File: src/rtl/wstep_pkg.sv
package wstep_pkg;
  typedef enum logic {
    DIR_DN = 1'b0,
    DIR_UP = 1'b1
  } step_dir_e;
endpackage

File: src/rtl/wstep_bus_edge.sv
module wstep_bus_edge (
  input  logic clk,
  input  logic rst_n,
  input  logic scl_i,
  input  logic sda_i,
  output logic scl_rise,
  output logic scl_fall,
  output logic start_det,
  output logic stop_det
);
  logic scl_q, sda_q;
  logic scl_d, sda_d;

  // idle bus is high on both lines
  always_comb begin
    scl_d = scl_i;
    sda_d = sda_i;
  end

  always_ff @(posedge clk or negedge rst_n) begin
    if (!rst_n) begin
      scl_q <= 1'b1;
      sda_q <= 1'b1;
    end else begin
      scl_q <= scl_d;
      sda_q <= sda_d;
    end
  end

  assign scl_rise  = scl_i & ~scl_q;
  assign scl_fall  = ~scl_i & scl_q;
  assign start_det = scl_i & scl_q & ~sda_i & sda_q;
  assign stop_det  = scl_i & scl_q & sda_i & ~sda_q;
endmodule

File: src/rtl/wstep_mode_ctl.sv
module wstep_mode_ctl #(
  parameter int CH_W = 2
) (
  input  logic            clk,
  input  logic            rst_n,
  input  logic            enter_i,
  input  logic [CH_W-1:0] chan_i,
  input  logic            exit_i,
  output logic            active_o,
  output logic [CH_W-1:0] chan_o
);
  logic            act_q, act_d;
  logic [CH_W-1:0] chan_q, chan_d;
  logic            chan_en;

  // an exit condition wins over a simultaneous entry
  always_comb begin
    act_d   = act_q;
    chan_en = enter_i & ~exit_i;
    chan_d  = chan_q;
    if (exit_i)       act_d = 1'b0;
    else if (enter_i) act_d = 1'b1;
    if (chan_en)      chan_d = chan_i;
  end

  always_ff @(posedge clk or negedge rst_n) begin
    if (!rst_n) begin
      act_q  <= 1'b0;
      chan_q <= '0;
    end else begin
      act_q <= act_d;
      if (chan_en) chan_q <= chan_d;
    end
  end

  assign active_o = act_q;
  assign chan_o   = chan_q;

  p_exit_clears_r5: assert property (@(posedge clk) disable iff (!rst_n)
    exit_i |=> !active_o);

  p_enter_sets_r2: assert property (@(posedge clk) disable iff (!rst_n)
    (enter_i && !exit_i) |=> (active_o && chan_o == $past(chan_i)));

  p_chan_hold_r2: assert property (@(posedge clk) disable iff (!rst_n)
    !enter_i |=> $stable(chan_o));
endmodule

File: src/rtl/wstep_gen.sv
module wstep_gen
  import wstep_pkg::*;
#(
  parameter int WIPER_W = 8
) (
  input  logic               clk,
  input  logic               rst_n,
  input  logic               active_i,
  input  logic               scl_rise,
  input  logic               scl_fall,
  input  logic               bus_cond,
  input  logic               sda_i,
  input  logic [WIPER_W-1:0] cur_pos_i,
  output logic               up_o,
  output logic               dn_o
);
  localparam logic [WIPER_W-1:0] POS_MAX = {WIPER_W{1'b1}};
  localparam logic [WIPER_W-1:0] POS_MIN = '0;

  logic      pend_q, pend_d;
  step_dir_e dir_q, dir_d;
  logic      up_q, up_d, dn_q, dn_d;
  logic      dir_en, fire;

  always_comb begin
    pend_d = pend_q;
    dir_en = 1'b0;
    dir_d  = step_dir_e'(sda_i);
    fire   = scl_fall & pend_q & active_i;
    if (!active_i || bus_cond) begin
      pend_d = 1'b0;
    end else if (scl_rise) begin
      pend_d = 1'b1;
      dir_en = 1'b1;
    end else if (scl_fall) begin
      pend_d = 1'b0;
    end
    up_d = fire && (dir_q == DIR_UP) && (cur_pos_i != POS_MAX);
    dn_d = fire && (dir_q == DIR_DN) && (cur_pos_i != POS_MIN);
  end

  always_ff @(posedge clk or negedge rst_n) begin
    if (!rst_n) begin
      pend_q <= 1'b0;
      dir_q  <= DIR_DN;
      up_q   <= 1'b0;
      dn_q   <= 1'b0;
    end else begin
      pend_q <= pend_d;
      if (dir_en) dir_q <= dir_d;
      up_q <= up_d;
      dn_q <= dn_d;
    end
  end

  assign up_o = up_q;
  assign dn_o = dn_q;

  p_no_overflow_r6: assert property (@(posedge clk) disable iff (!rst_n)
    up_o |-> $past(cur_pos_i) != POS_MAX);

  p_no_underflow_r6: assert property (@(posedge clk) disable iff (!rst_n)
    dn_o |-> $past(cur_pos_i) != POS_MIN);

  p_one_dir_r3: assert property (@(posedge clk) disable iff (!rst_n)
    !(up_o && dn_o));

  p_single_up_r3: assert property (@(posedge clk) disable iff (!rst_n)
    up_o |=> !up_o);

  p_single_dn_r4: assert property (@(posedge clk) disable iff (!rst_n)
    dn_o |=> !dn_o);
endmodule

File: src/rtl/wiper_step_ctrl.sv
module wiper_step_ctrl #(
  parameter  int NCH     = 4,
  parameter  int WIPER_W = 8,
  localparam int CH_W    = (NCH > 1) ? $clog2(NCH) : 1
) (
  input  logic               clk,
  input  logic               rst_n,
  input  logic               scl_i,
  input  logic               sda_i,
  input  logic               incdec_go,
  input  logic [CH_W-1:0]    incdec_chan,
  input  logic [WIPER_W-1:0] cur_pos,
  output logic               step_up,
  output logic               step_dn,
  output logic [CH_W-1:0]    step_chan,
  output logic               incdec_active
);
  logic scl_rise, scl_fall, start_det, stop_det, bus_cond;

  wstep_bus_edge u_edge (
    .clk       (clk),
    .rst_n     (rst_n),
    .scl_i     (scl_i),
    .sda_i     (sda_i),
    .scl_rise  (scl_rise),
    .scl_fall  (scl_fall),
    .start_det (start_det),
    .stop_det  (stop_det)
  );

  assign bus_cond = start_det | stop_det;

  wstep_mode_ctl #(.CH_W(CH_W)) u_mode (
    .clk      (clk),
    .rst_n    (rst_n),
    .enter_i  (incdec_go),
    .chan_i   (incdec_chan),
    .exit_i   (bus_cond),
    .active_o (incdec_active),
    .chan_o   (step_chan)
  );

  wstep_gen #(.WIPER_W(WIPER_W)) u_gen (
    .clk       (clk),
    .rst_n     (rst_n),
    .active_i  (incdec_active),
    .scl_rise  (scl_rise),
    .scl_fall  (scl_fall),
    .bus_cond  (bus_cond),
    .sda_i     (sda_i),
    .cur_pos_i (cur_pos),
    .up_o      (step_up),
    .dn_o      (step_dn)
  );

  p_strobe_after_fall_r3: assert property (@(posedge clk) disable iff (!rst_n)
    (step_up || step_dn) |-> $past(!scl_i));

  p_idle_quiet_r7: assert property (@(posedge clk) disable iff (!rst_n)
    !$past(incdec_active) |-> !(step_up || step_dn));
endmodule

File: config.mk
export PLATFORM = sky130hd
export DESIGN_NAME = wiper_step_ctrl
export DESIGN_NICKNAME = d
export VERILOG_FILES = /design/src/rtl/wstep_pkg.sv /design/src/rtl/wstep_bus_edge.sv /design/src/rtl/wstep_mode_ctl.sv /design/src/rtl/wstep_gen.sv /design/src/rtl/wiper_step_ctrl.sv
export SDC_FILE = /design/constraint.sdc
export NUM_CORES = 1
export LEC_CHECK = 0
export BUFFER_PORTS_ARGS = -buffer_cell sky130_fd_sc_hd__buf_4
export CELL_PAD_IN_SITES_DETAIL_PLACEMENT = 0
export CELL_PAD_IN_SITES_GLOBAL_PLACEMENT = 1
export CORE_AREA = 3 3 40 42
export DETAILED_ROUTE_END_ITERATION = 12
export DIE_AREA = 0 0 43 45
export GPL_ROUTABILITY_DRIVEN = 0
export PLACE_DENSITY = 0.71
export SYNTH_ARGS = -nofsm -noshare
export SYNTH_HDL_FRONTEND = slang
export SYNTH_SLANG_ARGS = --single-unit
File: constraint.sdc
create_clock -name clk -period 2.1 [get_ports clk]
set_input_delay 0.42 -clock clk [delete_from_list [all_inputs] [get_ports clk]]
set_output_delay 0.42 -clock clk [all_outputs]
set_load 0.02 [all_outputs]
* Word level (Yosys, flattened, before mapping)
Cells that the tools add are included.
Word-level totals: register bits after elaboration 9
Cells by class: reduce and logical (&&, ||, !) cells 9, equal/unequal tests 1, bitwise logic cells 17, multiplexer cells 7
Operators with widths (number):
- bitwise AND 1 bit | 10
- != test 8 bit (second input constant) | 1
- nonzero test 8 bit | 1
- 2-to-1 mux 1 bit | 7
- NOT 1 bit | 6
- logical AND 1 bit | 4
- nonzero test 3 bit | 1
- nonzero test 2 bit | 1
- logical NOT 1 bit | 1
- logical OR 1 bit | 1
- OR 1 bit | 1

* Longest topological paths before layout
depth after elaboration 6, mapped depth 5

* Modules after synthesis
A second synthesis with hierarchy kept.
Unflattened totals: cells, all modules 32, area, all modules 414.1 µm²
By module, submodules not included:
- wstep_gen | seq. area each 100.1 µm², times used 1, area an instance 196.4 µm², cells each 17
- wstep_mode_ctl | seq. area each 75.1 µm², times used 1, area an instance 126.4 µm², cells each 8
- wstep_bus_edge | seq. area each 52.6 µm², times used 1, area an instance 85.1 µm², cells each 6
- wiper_step_ctrl | seq. area each 0.0 µm², times used 1, area an instance 6.3 µm², cells each 1

* Worst setup path before layout
Ideal clock, no wire load.
path type in2reg, start in scl_i, end reg u_gen.pend_q, arrival 1181 ps, required time 1980 ps, path slack 800 ps, buffers on the path 0, stages on the path 4, path through inv_1 ha_1 mux2_2 and3_1
On the way: cells in the longest elaborated chain, start to end 6, elaborated cells between the ends (all ways) 13, classes of those cells mux: 2; bitwise: 9; reduce/logical: 2
RTL lines:
- start, declared | line wiper_step_ctrl.sv:8 | input logic scl_i,
- bitwise AND 1 bit | line wstep_bus_edge.sv:32, wstep_bus_edge.sv:33
- bitwise AND 1 bit, on equally long branches (2 in series) | line wstep_bus_edge.sv:32, wstep_bus_edge.sv:33
- OR 1 bit | line wiper_step_ctrl.sv:31 | assign bus_cond = start_det | stop_det;
- logical OR 1 bit | line wstep_gen.sv:30 | if (!active_i || bus_cond) begin
- nonzero test 3 bit (no source line) / 2-to-1 mux 1 bit (equally long branches)
- end signal, assigned | line wstep_gen.sv:49 | pend_q <= pend_d;
- end, declared | line wstep_gen.sv:20 | logic pend_q, pend_d;
Parallel ways exist; a longest one is shown, timed or not. A chain may end at the register's enable or synchronous reset.

* Worst setup path after layout
start reg u_edge.sda_q, end reg u_mode.chan_q[0], in the netlist u_mode.chan_o[0]
On the way: cells in the longest elaborated chain, start to end 5, elaborated cells between the ends (all ways) 6, classes of those cells bitwise: 6
RTL lines:
- start, declared | line wstep_bus_edge.sv:11 | logic scl_q, sda_q;
- start signal, assigned | line wstep_bus_edge.sv:23 | sda_q <= 1'b1;
- start signal, assigned | line wstep_bus_edge.sv:26 | sda_q <= sda_d;
- NOT 1 bit | line wstep_bus_edge.sv:33 | assign stop_det = scl_i & scl_q & sda_i & ~sda_q;
- bitwise AND 1 bit | line wstep_bus_edge.sv:33
- OR 1 bit (*) | line wiper_step_ctrl.sv:31
- NOT 1 bit (*) | line wstep_mode_ctl.sv:19 | chan_en = enter_i & ~exit_i;
- bitwise AND 1 bit (*) | line wstep_mode_ctl.sv:19
- end signal, assigned | line wstep_mode_ctl.sv:32 | if (chan_en) chan_q <= chan_d;
- end, declared | line wstep_mode_ctl.sv:13 | logic [CH_W-1:0] chan_q, chan_d;
Mark *: on every way between the ends. The rest lies on a longest branch, timed or not.

==> results.rst <==
.. list-table::
   :header-rows: 1

   * - Metric
     - Value
   * - DIE WIDTH
     - ~43 um
   * - Number of violations reported at the end of detailed-routing iteration 0
     - 1
   * - Commonest non-fill, non-tap cell in the layout
     - sky130_fd_sc_hd__buf_4
   * - Cell area reported after detailed placement
     - ~570 um2
   * - Worst hold slack after final layout
     - between 0.2 and 0.3 ns
   * - Start point of the worst hold path
     - sda_i
   * - Required time of the critical path
     - approximately 2.2 ns
   * - Launch point of the worst reg-to-reg path
     - u_edge.sda_q$_DFF_PN1_
   * - Final core area utilization
     - 47.2%
   * - Unique cell type count in the Yosys netlist
     - 18
   * - TritonCTS sink count
     - 9
   * - WP data arrival
     - roughly 1.5 ns
   * - Detailed-placement wirelength estimate
     - around 640 um
   * - Min Tclk post-route
     - around 1.3 ns
   * - Number of nets still failing antenna checks after routing
     - 0
   * - Total power after layout
     - 0.407 mW
   * - Number of clock buffers inserted by TritonCTS
     - 3
   * - Num rows
     - 13
   * - Total negative setup slack
     - 0 ns
   * - Resized Gates After CTS
     - 0
   * - Area of the die
     - slightly below 0.002 mm2
   * - Number of synthesized register bits
     - 9
   * - Worst clock skew
     - between 0.006 and 0.007 ns
   * - Cell area after technology mapping
     - 409 um2
   * - Fraction of final layout cells with drive strength greater than 1
     - a little under half
   * - # nets final
     - 76
   * - Worst-Skew Late Latency
     - around 0.25 ns
   * - DRT Wirelength
     - 768 um
   * - Max_cap viols
     - 0
   * - Most frequent cells in the layout
     - 19 x sky130_fd_sc_hd__buf_4, 7 x sky130_fd_sc_hd__dfrtp_1, 3 x sky130_fd_sc_hd__mux2_2, 3 x sky130_fd_sc_hd__ha_1, 3 x sky130_fd_sc_hd__clkbuf_4
   * - Global route overflow
     - 0
   * - Leading post-synthesis cells by cell area
     - sky130_fd_sc_hd__dfrtp_1 43%, sky130_fd_sc_hd__dfstp_2 13%, sky130_fd_sc_hd__ha_1 9.2%, sky130_fd_sc_hd__mux2_2 8.3%, sky130_fd_sc_hd__nand4_1 3.1%
   * - Post-placement setup slack
     - between 0.6 and 0.7 ns
   * - Initial DRT Pass Iterations
     - 2
   * - Setup repair after global routing missed its margin
     - false
   * - Worst Setup SP
     - u_edge.sda_q$_DFF_PN1_
   * - Number of antenna violations at the first check in global routing
     - 0
   * - Leakage power
     - between 0.2 and 0.3 nW
   * - Die Height
     - between 40 and 50 um
   * - CTS clock-pin slew for the worst setup and hold paths
     - roughly 0.06 ns
   * - Starting density of the core
     - 31.8%
   * - Sequential-to-total area share from yosys stat
     - ~56%
   * - Share of the cycle needed by the critical path after routing
     - around 62%
   * - Placeable core region
     - 0.00128 mm2
   * - Pwr Density
     - 670 mW/mm2
   * - Cell count after synthesis
     - 33
   * - Final count of hold timing violations
     - 0
   * - Worst-case setup margin in the final layout
     - slightly below 0.8 ns
   * - Vias after detailed routing
     - about 340
   * - Maximum clock path buffer count
     - 2
   * - Maximum clock frequency
     - 0.764 GHz
   * - Number of global-route vias before repair
     - 359
   * - Final std cells w/o fill
     - 72
   * - Normalized max-slew margin
     - 82.9%
   * - Run status
     - finished, final reports clean
   * - Synthesized netlist net count
     - 51
   * - Slew at the pin closest to its max-slew limit
     - 0.255 ns
   * - Overall routing resource usage
     - 9.60%
   * - Wire length per cell after detailed routing
     - between 10 and 15 um
   * - Kind of path behind the tightest hold check
     - primary input to register
   * - Total of warnings raised by yosys
     - 0
   * - Crit path kind
     - register to register
   * - Pins Over Slew Limit
     - 0
   * - Mapped Avg Cell Area
     - roughly 12 um2
   * - Type of element launching the critical path
     - register
   * - Post-route standard cell area excluding fillers
     - around 600 um2
   * - H-tree levels
     - 1
   * - Buffer cell driving the clock tree root
     - sky130_fd_sc_hd__clkbuf_4
   * - Signed area change from the synthesized netlist to the final layout
     - 48.3%
   * - Number of port buffers
     - 19
   * - Largest fanout on the critical path
     - 3
   * - Hold-fix buffers at CTS
     - 1
   * - CP Capture Type
     - register
   * - Library cell with the largest summed area after synthesis
     - sky130_fd_sc_hd__dfrtp_1
   * - Top Ports
     - 20
   * - Number of instances in the placed design
     - between 60 and 70
   * - Finish-stage setup viols
     - 0
   * - Diodes inserted
     - 0
   * - Post-CTS setup repair buffer count
     - 0
   * - TritonCTS clock tree
     - yes
   * - Vias per Instance
     - between 4 and 5
   * - First-pass GRT wire length
     - about 1300 um
   * - Post-route DRC violation count
     - 0
   * - Area share of the leading cell type in the synthesized netlist
     - 42.8%
   * - Largest net degree at the start of global routing
     - 10
   * - Maximum vdd ir drop
     - about 300 uV
[synthesized netlist by cell type, drive strengths merged]
cell type / instances
dfrtp: 7
ha: 3
o21a: 1
nand2: 2
nor2: 1
dfstp: 2
xor2: 1
a21boi: 1
and3: 1
nand4: 2
a211oi: 1
a21oi: 1
inv: 2
nor4: 2
nor3b: 1
nand3: 1
mux2: 4
[kinds of logic after synthesis]
| logic type | Yosys count | share of synthesized area, % |
|---|---|---|
| compound gates | 4 | 6.73 |
| mux | 4 | 11.0 |
| fa+ha+maj | 3 | 9.18 |
| xor+xnor | 1 | 2.14 |
| simple gates | 10 | 13.5 |
| flops | 9 | 55.7 |
| buf+inv | 2 | 1.84 |
[worst paths after layout]
check	end	slack (ns)	cells after the start
setup / recovery	u_mode.chan_o[0]$_DFFE_PN0P_	0.79	3
hold / removal	u_edge.sda_q$_DFF_PN1_	0.29	1
setup reg to reg	u_mode.chan_o[0]$_DFFE_PN0P_	0.79	3
hold reg to reg	u_gen.dn_o$_DFF_PN0_	0.46	1
max in group asynchronous	u_edge.scl_q$_DFF_PN1_	1.35	2
min in group asynchronous	u_mode.chan_o[0]$_DFFE_PN0P_	0.52	2
[power by group]
group	switching (mW)	internal [mW]	leakage (nW)
clock	0.0557	0.0729	0.0150
combinational	0.0326	0.0446	0.173
sequential	0.0102	0.191	0.108
[routing by layer]
| metal | up-vias | global-route usage [%] | share of wire, % |
|---|---|---|---|
| met2 | 12 | 15.3 | 43 |
| met1 | 153 | 9.95 | 46 |
| li1 | 168 | - | - |
| met5 | - | 0 | 0 |
| met4 | 0 | 9.04 | 1.7 |
| met3 | 2 | 3.19 | 8.9 |
[critical path, stage by stage, from the launching register on]
cell	delay [ns]
sky130_fd_sc_hd__dfstp_2	0.53
sky130_fd_sc_hd__xor2_1	0.08
sky130_fd_sc_hd__a21boi_1	0.23
sky130_fd_sc_hd__mux2_2	0.36
[state kept, by name (all words and copies together) (netlist names)]
register / flops
u_gen.pend_q: 1
u_gen.dn_o: 1
u_mode.active_o: 1
u_mode.chan_o: 2
u_gen.dir_q: 1
u_edge.sda_q: 1
u_gen.up_o: 1
u_edge.scl_q: 1
[area by class of cell]
type	count	area [um2]
Tap cell	15	18.8
Multi-Input combinational cell	22	174
Inverter	2	7.51
Fill cell	131	678
Clock buffer	4	26.3
Timing Repair Buffer	20	153
Sequential cell	9	228
Power figures use the tool's default switching activity.
